<file path="config.mk">
export PLATFORM = sky130hd
export DESIGN_NAME = keyq_top
export DESIGN_NICKNAME = d
export VERILOG_FILES = /design/src/rtl/keyq_pkg.sv /design/src/rtl/keyq_store.sv /design/src/rtl/keyq_ovf.sv /design/src/rtl/keyq_enc.sv /design/src/rtl/keyq_top.sv
export SDC_FILE = /design/constraint.sdc
export NUM_CORES = 1
export LEC_CHECK = 0
export BUFFER_PORTS_ARGS = -buffer_cell sky130_fd_sc_hd__buf_2
export CORE_MARGIN = 8
export CORE_UTILIZATION = 60
export DETAILED_ROUTE_END_ITERATION = 7
export GPL_TIMING_DRIVEN = 0
export MAX_ROUTING_LAYER = met4
export PLACE_DENSITY_LB_ADDON = 0.15
export SLEW_MARGIN = 20
export SYNTH_ARGS = -nofsm -noshare
export SYNTH_HDL_FRONTEND = slang
export SYNTH_SLANG_ARGS = --single-unit
export TNS_END_PERCENT = 1
</file>
<file path="constraint.sdc">
create_clock -name clk -period 3.4 [get_ports clk]
set_clock_uncertainty 0.1 [all_clocks]
set_input_delay 0.34 -clock clk [delete_from_list [all_inputs] [get_ports clk]]
set_output_delay 0.34 -clock clk [all_outputs]
set_load 0.01 [all_outputs]
</file>
<file path="src/rtl/keyq_pkg.sv">
// Shared types for the key event queue.
// Assumes six-bit key numbers (64-key matrix).
package keyq_pkg;
    localparam int KEY_W = 6;

    typedef enum logic [1:0] {
        ENT_KEY = 2'd0,
        ENT_RPT = 2'd1
    } ent_kind_t;

    typedef struct packed {
        ent_kind_t        kind;
        logic             rel;
        logic [KEY_W-1:0] key;
    } ent_t;
endpackage

</file>
<file path="src/rtl/keyq_store.sv">
// Circular storage of DEPTH entries with an occupancy count.
// Assumes the caller never writes when full and never reads when empty.
module keyq_store
    import keyq_pkg::*;
#(
    parameter int DEPTH = 16,
    parameter int CNT_W = $clog2(DEPTH + 1)
) (
    input  logic             clk,
    input  logic             rst_n,
    input  logic             wr_en,
    input  ent_t             wr_data,
    input  logic             rd_en,
    output ent_t             head,
    output logic [CNT_W-1:0] count
);
    localparam int PTR_W = (DEPTH > 1) ? $clog2(DEPTH) : 1;

    ent_t             mem [DEPTH];
    logic [PTR_W-1:0] wr_ptr;
    logic [PTR_W-1:0] rd_ptr;

    function automatic logic [PTR_W-1:0] bump(input logic [PTR_W-1:0] p);
        return (p == PTR_W'(DEPTH - 1)) ? '0 : p + 1'b1;
    endfunction

    // Write the incoming entry into the slot at the write pointer.
    always_ff @(posedge clk) begin
        if (wr_en) mem[wr_ptr] <= wr_data;
    end

    // Advance the pointers and track the occupancy.
    always_ff @(posedge clk) begin
        if (!rst_n) begin
            wr_ptr <= '0;
            rd_ptr <= '0;
            count  <= '0;
        end else begin
            if (wr_en) wr_ptr <= bump(wr_ptr);
            if (rd_en) rd_ptr <= bump(rd_ptr);
            case ({wr_en, rd_en})
                2'b10:   count <= count + 1'b1;
                2'b01:   count <= count - 1'b1;
                default: count <= count;
            endcase
        end
    end

    // Present the oldest entry.
    assign head = mem[rd_ptr];
endmodule

</file>
<file path="src/rtl/keyq_ovf.sv">
// Overflow tracker. It holds a sticky flag and the number of entries still
// queued ahead of the overflow report.
// Assumes ent_pop and mark_pop are never high together.
module keyq_ovf #(
    parameter int DEPTH = 16,
    parameter int CNT_W = $clog2(DEPTH + 1)
) (
    input  logic             clk,
    input  logic             rst_n,
    input  logic             drop,
    input  logic             ent_pop,
    input  logic             mark_pop,
    output logic             flag,
    output logic [CNT_W-1:0] ahead
);
    // Set on a drop, count entries down to the report, clear when it is read.
    always_ff @(posedge clk) begin
        if (!rst_n) begin
            flag  <= 1'b0;
            ahead <= '0;
        end else if (drop) begin
            flag <= 1'b1;
            if (!flag || mark_pop)
                ahead <= ent_pop ? CNT_W'(DEPTH - 1) : CNT_W'(DEPTH);
            else if (ent_pop)
                ahead <= ahead - 1'b1;
        end else if (mark_pop) begin
            flag <= 1'b0;
        end else if (flag && ent_pop) begin
            ahead <= ahead - 1'b1;
        end
    end
endmodule

</file>
<file path="src/rtl/keyq_enc.sv">
// Builds the host read byte from the head entry, the count and the overflow state.
// Purely combinational.
module keyq_enc
    import keyq_pkg::*;
#(
    parameter int DEPTH = 16,
    parameter int CNT_W = $clog2(DEPTH + 1)
) (
    input  ent_t             head,
    input  logic [CNT_W-1:0] count,
    input  logic             ovf_flag,
    input  logic [CNT_W-1:0] ovf_ahead,
    output logic             mark_vis,
    output logic [7:0]       rd_byte
);
    logic more;

    // A further entry, or the overflow report right behind this one, follows.
    assign more     = (count > CNT_W'(1)) || (ovf_flag && ovf_ahead == CNT_W'(1));
    assign mark_vis = ovf_flag && (ovf_ahead == '0);

    // Choose between the reserved codes and the plain key encoding.
    always_comb begin
        if (mark_vis)
            rd_byte = 8'h7F;
        else if (count == '0)
            rd_byte = 8'h3F;
        else if (head.kind == ENT_RPT)
            rd_byte = {1'b0, more, 6'h3E};
        else if (head.key >= 6'd62)
            rd_byte = {1'b1, head.rel, head.key};
        else
            rd_byte = {more, head.rel, head.key};
    end
endmodule

</file>
<file path="src/rtl/keyq_top.sv">
// Key event queue top. It merges the two push sources, guards the queue
// against overflow and underflow, and presents the encoded head byte.
// Assumes one-cycle strobes, with the same clock as the scanner and the host.
module keyq_top
    import keyq_pkg::*;
#(
    parameter int DEPTH = 16
) (
    input  logic       clk,
    input  logic       rst_n,
    input  logic       evt_push,
    input  logic [5:0] evt_key,
    input  logic       evt_rel,
    input  logic       rpt_push,
    input  logic       pop,
    output logic [7:0] rd_byte,
    output logic [4:0] count,
    output logic       empty,
    output logic       full
);
    localparam int CNT_W = $clog2(DEPTH + 1);

    ent_t             wr_data;
    ent_t             head;
    logic [CNT_W-1:0] cnt;
    logic             push_req, push_ok, drop;
    logic             ent_pop, mark_pop, mark_vis;
    logic             ovf_flag;
    logic [CNT_W-1:0] ovf_ahead;

    // A key event takes precedence over a repeat marker in the same cycle.
    always_comb begin
        wr_data.kind = evt_push ? ENT_KEY : ENT_RPT;
        wr_data.rel  = evt_push & evt_rel;
        wr_data.key  = evt_push ? evt_key : 6'h3E;
    end

    assign push_req = evt_push | rpt_push;
    assign full     = (cnt == CNT_W'(DEPTH));
    assign empty    = (cnt == '0);
    assign push_ok  = push_req & ~full;
    assign drop     = push_req & full;
    assign ent_pop  = pop & ~mark_vis & ~empty;
    assign mark_pop = pop & mark_vis;
    assign count    = 5'(cnt);

    keyq_store #(.DEPTH(DEPTH), .CNT_W(CNT_W)) u_store (
        .clk     (clk),
        .rst_n   (rst_n),
        .wr_en   (push_ok),
        .wr_data (wr_data),
        .rd_en   (ent_pop),
        .head    (head),
        .count   (cnt)
    );

    keyq_ovf #(.DEPTH(DEPTH), .CNT_W(CNT_W)) u_ovf (
        .clk      (clk),
        .rst_n    (rst_n),
        .drop     (drop),
        .ent_pop  (ent_pop),
        .mark_pop (mark_pop),
        .flag     (ovf_flag),
        .ahead    (ovf_ahead)
    );

    keyq_enc #(.DEPTH(DEPTH), .CNT_W(CNT_W)) u_enc (
        .head      (head),
        .count     (cnt),
        .ovf_flag  (ovf_flag),
        .ovf_ahead (ovf_ahead),
        .mark_vis  (mark_vis),
        .rd_byte   (rd_byte)
    );
endmodule

</file>
==> out/results.ini, run 1 <==
[layout]
layout_commonest_cell = edfxtp_1
antenna_cells = 0
area_delta_synth_final_pct = 15.2
final_nets = 463
final_core_util_pct = 70.7
layout-drive-gt1-share_pct = 24.8
final_cell_mix = 128 x edfxtp_1, 29 x mux4_2, 29 x buf_2
instances_no_fill = 587
stdcell_area_mm2 = 0.00727

[sta]
relSlewSlack_pct = 34.7
finalCriticalPeriod_ns = 3.29
rsz0062_at_grt = yes
slew_violations = 0
setup_tns_ns = 0
period_share_pct = 96.8
tightest_slew_ns = 0.975
finalHoldViolations = 0
fmax_ghz = 0.304
setup_viol = 0
fin_ws_ns = 0.110
holdWs_ns = 0.0510

[detailed_routing]
drc = 0
drtAntennaViolNets = 0
drtIter0Drc = 414
first_pass_iters = 5
vias = 3649
wl_per_cell_um = 23.1
vias_per_cell = 6.22
wl_um = 13600

[global_route]
overflow = 0
grt_pass1_vias = 3560
grt_util_all_layers_pct = 20.7
antenna_found_initial = 0
grt_max_degree = 17
grt_first_pass_wirelength_um = 20500

[run]
maxCapViolations = 0

[setup_path]
cp-end-kind = output port
startpoint_type = flip-flop
crit_required_ns = 2.96
crit_type = reg -> out
path_max_fanout = 10
worstPathArrival_ns = 2.85

[power]
p_switching_mw = 1.39
internal_power_mw = 3.70
p_per_area_mw_per_mm2 = 699
ir_drop_mv = 0.454
p_comb_share_pct = 20.7
seq_power_share_pct = 42.4
p_clk_share_pct = 36.8
p_total_mw = 5.08
p_sw_share_pct = 27.3
cellLeakagePower_nw = 2.43

[synth]
ys_ff_latch = 151
synthCells = 390
synthMuxAreaShare_pct = 13.1
yosysWarnings = 0
synth_area_mm2 = 0.00631
async_flop_share_pct = 0
synth.distinct_cells = 47
synth_edf_count = 128
seq_area_frac_synth_pct = 68.2
synth_compound_area_share_pct = 4.84
synth_xor_area_share_pct = 0.833
syn_nets = 415
synth_flop_cell = edfxtp_1
synth.avg_cell_area_um2 = 16.2
synth_top_family_by_area = multiplexers
synthSimpleGateAreaFrac_pct = 8.42
synth_fa_ha_area_share_pct = 2.58

[placed_design]
dpl.hpwl_um = 8670
place_congestion = 0.818
dp_cells = 554
pre_cts_slack_ns = 0.130
place_area_mm2 = 0.00665
place.port_buffers = 26

[die]
chipWidth_um = 119
placementRows = 37
dieArea_mm2 = 0.0141
core_area_mm2 = 0.0103
start_util_pct = 61.4
ioPinCount = 27
die_h_um = 119

[status]
status = completed

[clock_network]
h-tree-depth = 4
ctsRootBufferMaster = clkbuf_8
clock_latency_ns = 0.54
clock-sinks = 151
clk_pin_slew_ns = 0.07
numCtsBuffers = 17
ctsLongestPathBuffers = 2
cts_tree = done

[hold_path]
worstHoldPathType = in -> reg

metal layers:
layer | vias up | GRT usage, % | share of wire [%]
met5 | - | - | 0
met4 | 0 | 9.72 | 2.3
met1 | 1818 | 25.2 | 41
li1 | 1621 | - | -
met2 | 178 | 30.2 | 47
met3 | 32 | 7.52 | 9.0
logic make-up after synthesis:
kind of cell | Yosys count
AOI/OAI and AO/OA | 46
and+or+nand+nor | 104
buffers and inverters | 27
xor gates and xnor gates | 6
muxes | 43
DFF | 151
adders and majority gates | 13
critical path, cell delays in order (launching register included):
cell	delay [ns]
dfxtp_1	0.33
buf_6	0.15
mux4_1	0.57
mux4_2	0.53
nand2b_1	0.17
a211o_1	0.24
o31ai_2	0.16
buf_2	0.16
cell type report:
cell class              count  area [µm²]
fillers                   651        3010
flip-flops and latches    151        4300
repair buffers             29         155
plain buffers              13        88.8
clock buffers              21         439
inverters                  14        52.6
multi-input cells         212        1910
clock inverters            11         150
well taps                 136         170
repair_timing:
item / 4_1_cts / 5_1_grt
setup buffers: 0 / 0
resized for setup: 4 / 4
setup endpoints to repair: 2 / 38
endpoints found under the hold margin: 2 / 0
hold buffers: 1 / 0
sequential cells by signal, indices dropped and copies added, names as in the netlist, named ones only:
signal / count
u_store.wr_ptr: 4
u_store.mem: 128
u_store.count: 5
u_ovf.ahead: 5
u_ovf.flag: 1
u_store.rd_ptr: 4
path summary, 6_finish.rpt:
kind	from	endpoint	slack, ns	depth (start not counted)
setup / recovery	flip-flop	rd_byte[7]	0.11	7
hold / removal	rpt_push	u_ovf.flag	0.05	3
setup reg to reg	u_store.count[0]	u_store.mem[7][3]	0.19	6
hold reg to reg	u_store.wr_ptr[1]	u_store.wr_ptr[1]	0.42	2
Yosys cell counts (all sizes together), types with 7 or more instances:
cell type  count  area share, %
edfxtp       128             61
mux4          31             11
nor2          29            1.7
dfxtp         23            7.3
nand2         22            1.3
a21oi         14            1.2
ha            13            2.6
inv           12           0.71
mux2i         12            1.9
nand3         12           0.95
buf            8           0.93
nand2b         8           0.79
nor3           8           0.63
o21ai          7           0.55
power by group through the flow:
stage / Combinational (mW) / Sequential [mW] / Clock (mW)
6_report: 1.05 / 2.16 / 1.87
5_1_grt: 1.14 / 2.17 / 1.96
4_1_cts: 1.05 / 2.15 / 1.89
3_5_place_dp: 1.03 / 2.19 / 0
3_3_place_gp: 1.01 / 2.19 / 0
2_1_floorplan: 0.729 / 2.18 / 0
No activity file was read; power rests on OpenSTA's default activity.
==> run 2: changes to the inputs <==
--- a/config.mk
+++ b/config.mk
@@ -8,6 +8,7 @@
 export BUFFER_PORTS_ARGS = -buffer_cell sky130_fd_sc_hd__buf_2
 export CORE_MARGIN = 8
 export CORE_UTILIZATION = 60
+export CTS_BUF_LIST = sky130_fd_sc_hd__clkbuf_4 sky130_fd_sc_hd__clkbuf_8 sky130_fd_sc_hd__clkbuf_16
 export DETAILED_ROUTE_END_ITERATION = 7
 export GPL_TIMING_DRIVEN = 0
 export MAX_ROUTING_LAYER = met4
==> run 2 against run 1 <==
Net effect: routed wire length grew 0.29%; clock power is essentially flat; via count grew 0.27%; first-iteration DRC count grew 2.7%; critical path type unchanged.
==> out/results.ini, run 2 (same netlist as run 1, synthesis figures left out) <==
[setup_path]
worstPathArrival_ns = 2.86
path_buf_inv = 2
crit_required_ns = 2.96
cp-end-kind = output port
r2r-start = u_store.count[0]
crit_chain = buf_6 -> mux4_1 -> mux4_2 -> nand2b_1 -> a211o_1 -> o31ai_2 -> buf_2
rrSetupSlack_ns = 0.17
worst_path_max_delay_cell = mux4_1
reg2reg_depth = 6
path_max_fanout = 10
critical-path-top-delay-family = multiplexers
startpoint_type = flip-flop
rr_endpoint = u_store.mem[7][3]
crit_type = reg -> out
cpPeakStageDelay_ns = 0.57
crit_cells = 7

[run]
maxCapViolations = 0

[sta]
setup_viol = 0
fmax_ghz = 0.303
relSlewSlack_pct = 34.3
finalCriticalPeriod_ns = 3.30
finalHoldViolations = 0
tightest_slew_ns = 0.982
slew_violations = 0
period_share_pct = 97.0
rsz0062_at_grt = yes
fin_ws_ns = 0.104

[die]
dieArea_mm2 = 0.0141
ioPinCount = 27
die_h_um = 119
start_util_pct = 61.4
chipWidth_um = 119
core_area_mm2 = 0.0103
placementRows = 37

[layout]
largest_reg_flops = 128
antenna_cells = 0
layout_commonest_cell = edfxtp_1
area_delta_synth_final_pct = 15.4
layout-drive-gt1-share_pct = 25.5
area.sequential_mm2 = 0.00430
max_flop_register = u_store.mem
reg_top3 = u_store.mem: 128 flops, u_ovf.ahead: 5 flops, u_store.count: 5 flops
multi_input_area_mm2 = 0.00191
n_fill_cell = 651
final_cell_mix = 128 x edfxtp_1, 29 x mux4_2, 29 x buf_2
final_nets = 463

[hold_path]
holdPathStages = 3
hold_start = rpt_push
min_to = u_ovf.flag
worstHoldPathType = in -> reg

[global_route]
antenna_found_initial = 0
grt_first_pass_wirelength_um = 20500
grt_max_degree = 17
overflow = 0
grt_util_all_layers_pct = 20.7
grt_pass1_vias = 3558

[clock_network]
postCtsSetupBuffers = 0
numCtsBuffers = 17
ctsLongestPathBuffers = 2
clock_latency_ns = 0.55
clk_pin_slew_ns = 0.07
cts_tree = done
h-tree-depth = 4
ctsRootBufferMaster = clkbuf_8
clock-sinks = 151

[detailed_routing]
wl_per_cell_um = 23.2
first_pass_iters = 5
wl_um = 13600
vias_per_cell = 6.23
drtAntennaViolNets = 0
vias = 3659
drc = 0
drtIter0Drc = 425

[power]
cellLeakagePower_nw = 2.44
p_per_area_mw_per_mm2 = 701
p_total_mw = 5.10
ir_drop_mv = 0.456

[status]
status = completed

[placed_design]
place_congestion = 0.818
dpl.hpwl_um = 8670
place.port_buffers = 26
pre_cts_slack_ns = 0.130

[run 2: changes by cell type in the layout (fill, tap and decap cells not counted)]
cell      change
clkbuf_4      +3
clkbuf_1      -3
[run 2: what timing repair did]
item                                   4_1_cts  5_1_grt
resized for setup                            4        4
endpoints found under the hold margin        2        0
setup endpoints to repair                    2       38
hold buffers                                 1        0
[run 2: cell type report]
type                            instances  share of cell area, %
Sequential cell                       151                   59.1
Multi-Input combinational cell        212                   26.2
Clock buffer                           21                   6.19
Tap cell                              136                   2.34
Timing Repair Buffer                   29                   2.13
Clock inverter                         11                   2.06
Buffer                                 13                   1.22
Inverter                               14                  0.722
[run 2: routing by layer]
layer | part of all wire [%] | wire (µm) | GRT usage (%) | vias up
met4 | 1.9 | 254 | 9.72 | 0
met2 | 48 | 6520 | 30.2 | 179
met5 | 0 | 0 | - | -
met1 | 43 | 5800 | 25.2 | 1839
li1 | - | - | - | 1619
met3 | 7.5 | 1030 | 7.52 | 22
[run 2: stage by stage]
| step | instance area (µm²) | utilization, % | hold slack, ns | TNS [ns] | instances |
|---|---|---|---|---|---|
| after global routing | 7280 | 70.9 | 0.0618 | -0.386 | 587 |
| final | 7280 | 70.9 | 0.0444 | 0 | 587 |
| after floorplan | 6310 | - | 0.373 | 0 | 390 |
| after global placement | 6610 | 64.3 | 0.399 | -2.59 | 552 |
| after detailed placement | 6650 | 64.7 | 0.416 | 0 | 554 |
| after CTS | 7270 | 70.7 | 0.0308 | 0 | 587 |
[run 2: how the worst max path moves through the flow]
stage,to,slack (ns)
detailed placement,u_store.mem[11][1],0.13
finish,rd_byte[7],0.10
global route,u_store.mem[7][3],-0.03
CTS,rd_byte[6],0.02
global placement,u_store.mem[3][1],-0.14
floorplan,u_store.mem[3][0],0.68
[run 2: report_power, final]
part / leakage [nW] / switching [mW] / internal (mW) / total [mW]
combinational: 0.816 / 0.586 / 0.466 / 1.05
clock: 0.293 / 0.730 / 1.17 / 1.90
sequential: 1.33 / 0.0689 / 2.09 / 2.16
[run 2: tightest hold or removal path, delay by kind of cell]
family	cells	cell delay [ns]
buf+inv	1	0.09
compound gates	2	0.23
==> run 3: changes to the inputs <==
--- a/config.mk
+++ b/config.mk
@@ -10,7 +10,6 @@
 export CORE_UTILIZATION = 60
 export CTS_BUF_LIST = sky130_fd_sc_hd__clkbuf_4 sky130_fd_sc_hd__clkbuf_8 sky130_fd_sc_hd__clkbuf_16
 export DETAILED_ROUTE_END_ITERATION = 7
-export GPL_TIMING_DRIVEN = 0
 export MAX_ROUTING_LAYER = met4
 export PLACE_DENSITY_LB_ADDON = 0.15
 export SLEW_MARGIN = 20
==> run 3 against run 2 <==
Net effect: sequential power about the same; design area up 0.19%; utilization up 0.13 points; clock power down 9%; sequential cell count unchanged; power down 3.5%; critical path depth down 1.
==> out/results.ini, run 3 (same netlist as run 1, synthesis figures left out) <==
[clock_network]
clk_pin_slew_ns = 0.07
ctsRootBufferMaster = clkbuf_8
clock-sinks = 151
cts_tree = done
h-tree-depth = 4
clock_latency_ns = 0.52
ctsLongestPathBuffers = 2
numCtsBuffers = 17

[layout]
layout_commonest_cell = edfxtp_1
antenna_cells = 0
final_cell_mix = 128 x edfxtp_1, 29 x mux4_2, 29 x nor2_1
area_delta_synth_final_pct = 15.6
largest_reg_flops = 128
reg_top3 = u_store.mem: 128 flops, u_ovf.ahead: 5 flops, u_store.count: 5 flops
layout-drive-gt1-share_pct = 26.5
max_flop_register = u_store.mem
final_nets = 473

[die]
chipWidth_um = 119
dieArea_mm2 = 0.0141
core_area_mm2 = 0.0103
start_util_pct = 61.4
die_h_um = 119
placementRows = 37
ioPinCount = 27

[detailed_routing]
drc = 0
wl_um = 13400
drtIter0Drc = 379
first_pass_iters = 5
wl_per_cell_um = 22.5
vias = 3658
vias_per_cell = 6.13
drtAntennaViolNets = 0

[power]
cellLeakagePower_nw = 2.47
p_per_area_mw_per_mm2 = 675
p_sw_share_pct = 29.3
seq_power_share_pct = 44.3
ir_drop_mv = 0.326
internal_power_mw = 3.48
p_clk_share_pct = 35.2
p_switching_mw = 1.44
p_comb_share_pct = 20.5
p_total_mw = 4.93

[sta]
finalCriticalPeriod_ns = 3.29
period_share_pct = 96.7
tightest_slew_ns = 0.768
slew_violations = 0
fmax_ghz = 0.304
relSlewSlack_pct = 48.4
setup_viol = 0
setup_tns_ns = 0
rsz0062_at_grt = no
finalHoldViolations = 0

[global_route]
overflow = 0
antenna_found_initial = 0
grt_pass1_vias = 3670
grt_first_pass_wirelength_um = 21200
grt_util_all_layers_pct = 20.8
grt_max_degree = 18

[setup_path]
crit_type = reg -> out
cpPeakStageDelay_ns = 0.58
crit_required_ns = 2.96
path_max_fanout = 8
crit_chain = mux4_1 -> mux4_2 -> nand2b_1 -> a211o_1 -> o31ai_2 -> buf_2
cp-end-kind = output port
worstPathArrival_ns = 2.85
startpoint_type = flip-flop
r2r-start = u_store.count[0]
worst_path_max_delay_cell = mux4_1

[run]
maxCapViolations = 0

[placed_design]
place.port_buffers = 26
dpl.hpwl_um = 9060
place_congestion = 0.840

[status]
status = completed

[hold_path]
hold_start = rpt_push
worstHoldPathType = in -> reg

-- run 3: cell types whose count changed in the layout (fill, tap and decap cells not counted), sizes merged --
cell / change
clkbuf: -10
inv: +7
bufinv: -3
buf: +16
-- run 3: metal layers --
layer / share of wire, % / vias up / global-route usage, %
li1: - / 1652 / -
met1: 43 / 1837 / 27.5
met2: 48 / 145 / 30.4
met3: 6.9 / 24 / 4.33
met4: 2.4 / 0 / 9.64
met5: 0 / - / -
-- run 3: layout make-up --
class                   count  area, µm²
flip-flops and latches    151       4310
fillers                   666       2980
multi-input cells         212       1880
clock buffers              17        414
repair buffers             52        332
well taps                 136        170
clock inverters            15        138
inverters                  14       52.6
-- run 3: through the flow --
step	utilization [%]	hold slack [ns]	setup WS [ns]	instances	instance area [µm²]
2_1_floorplan	-	0.373	0.677	390	6310
3_3_place_gp	65.4	0.405	0.595	564	6720
3_5_place_dp	65.4	0.416	0.494	564	6720
4_1_cts	70.9	0.0396	0.0205	597	7290
5_1_grt	71.0	0.0659	0.0219	597	7300
6_report	71.0	0.0594	0.112	597	7300
-- run 3: worst max-delay path: cells and delay by family, from the launching register on --
family                 cells  cell delay [ns]
buffers and inverters      1             0.17
muxes                      2             1.11
DFF                        1             0.42
and+or+nand+nor            1             0.17
AOI/OAI and AO/OA          2             0.44
-- run 3: path summary, 6_finish.rpt --
check                      end  slack, ns  depth (start not counted)
max reg2reg  u_store.mem[7][0]       0.60                          8
max                 rd_byte[7]       0.11                          6
min                 u_ovf.flag       0.06                          3
min reg2reg  u_store.wr_ptr[0]       0.43                          2
-- run 3: timing repair --
| item | 4_1_cts | 5_1_grt |
|---|---|---|
| pin swaps | 0 | 0 |
| endpoints found under the setup margin | 1 | 1 |
| setup buffers | 0 | 0 |
| resized for setup | 1 | 4 |
| hold buffers | 1 | 0 |
| endpoints found under the hold margin | 1 | 0 |
-- run 3: power groups by stage --
stage          Clock, mW  Combinational (mW)  Sequential [mW]
6_report            1.73                1.01             2.18
5_1_grt             1.82                1.11             2.20
4_1_cts             1.75                1.02             2.18
3_5_place_dp           0                1.01             2.22
3_3_place_gp           0               0.991             2.21
2_1_floorplan          0               0.729             2.18
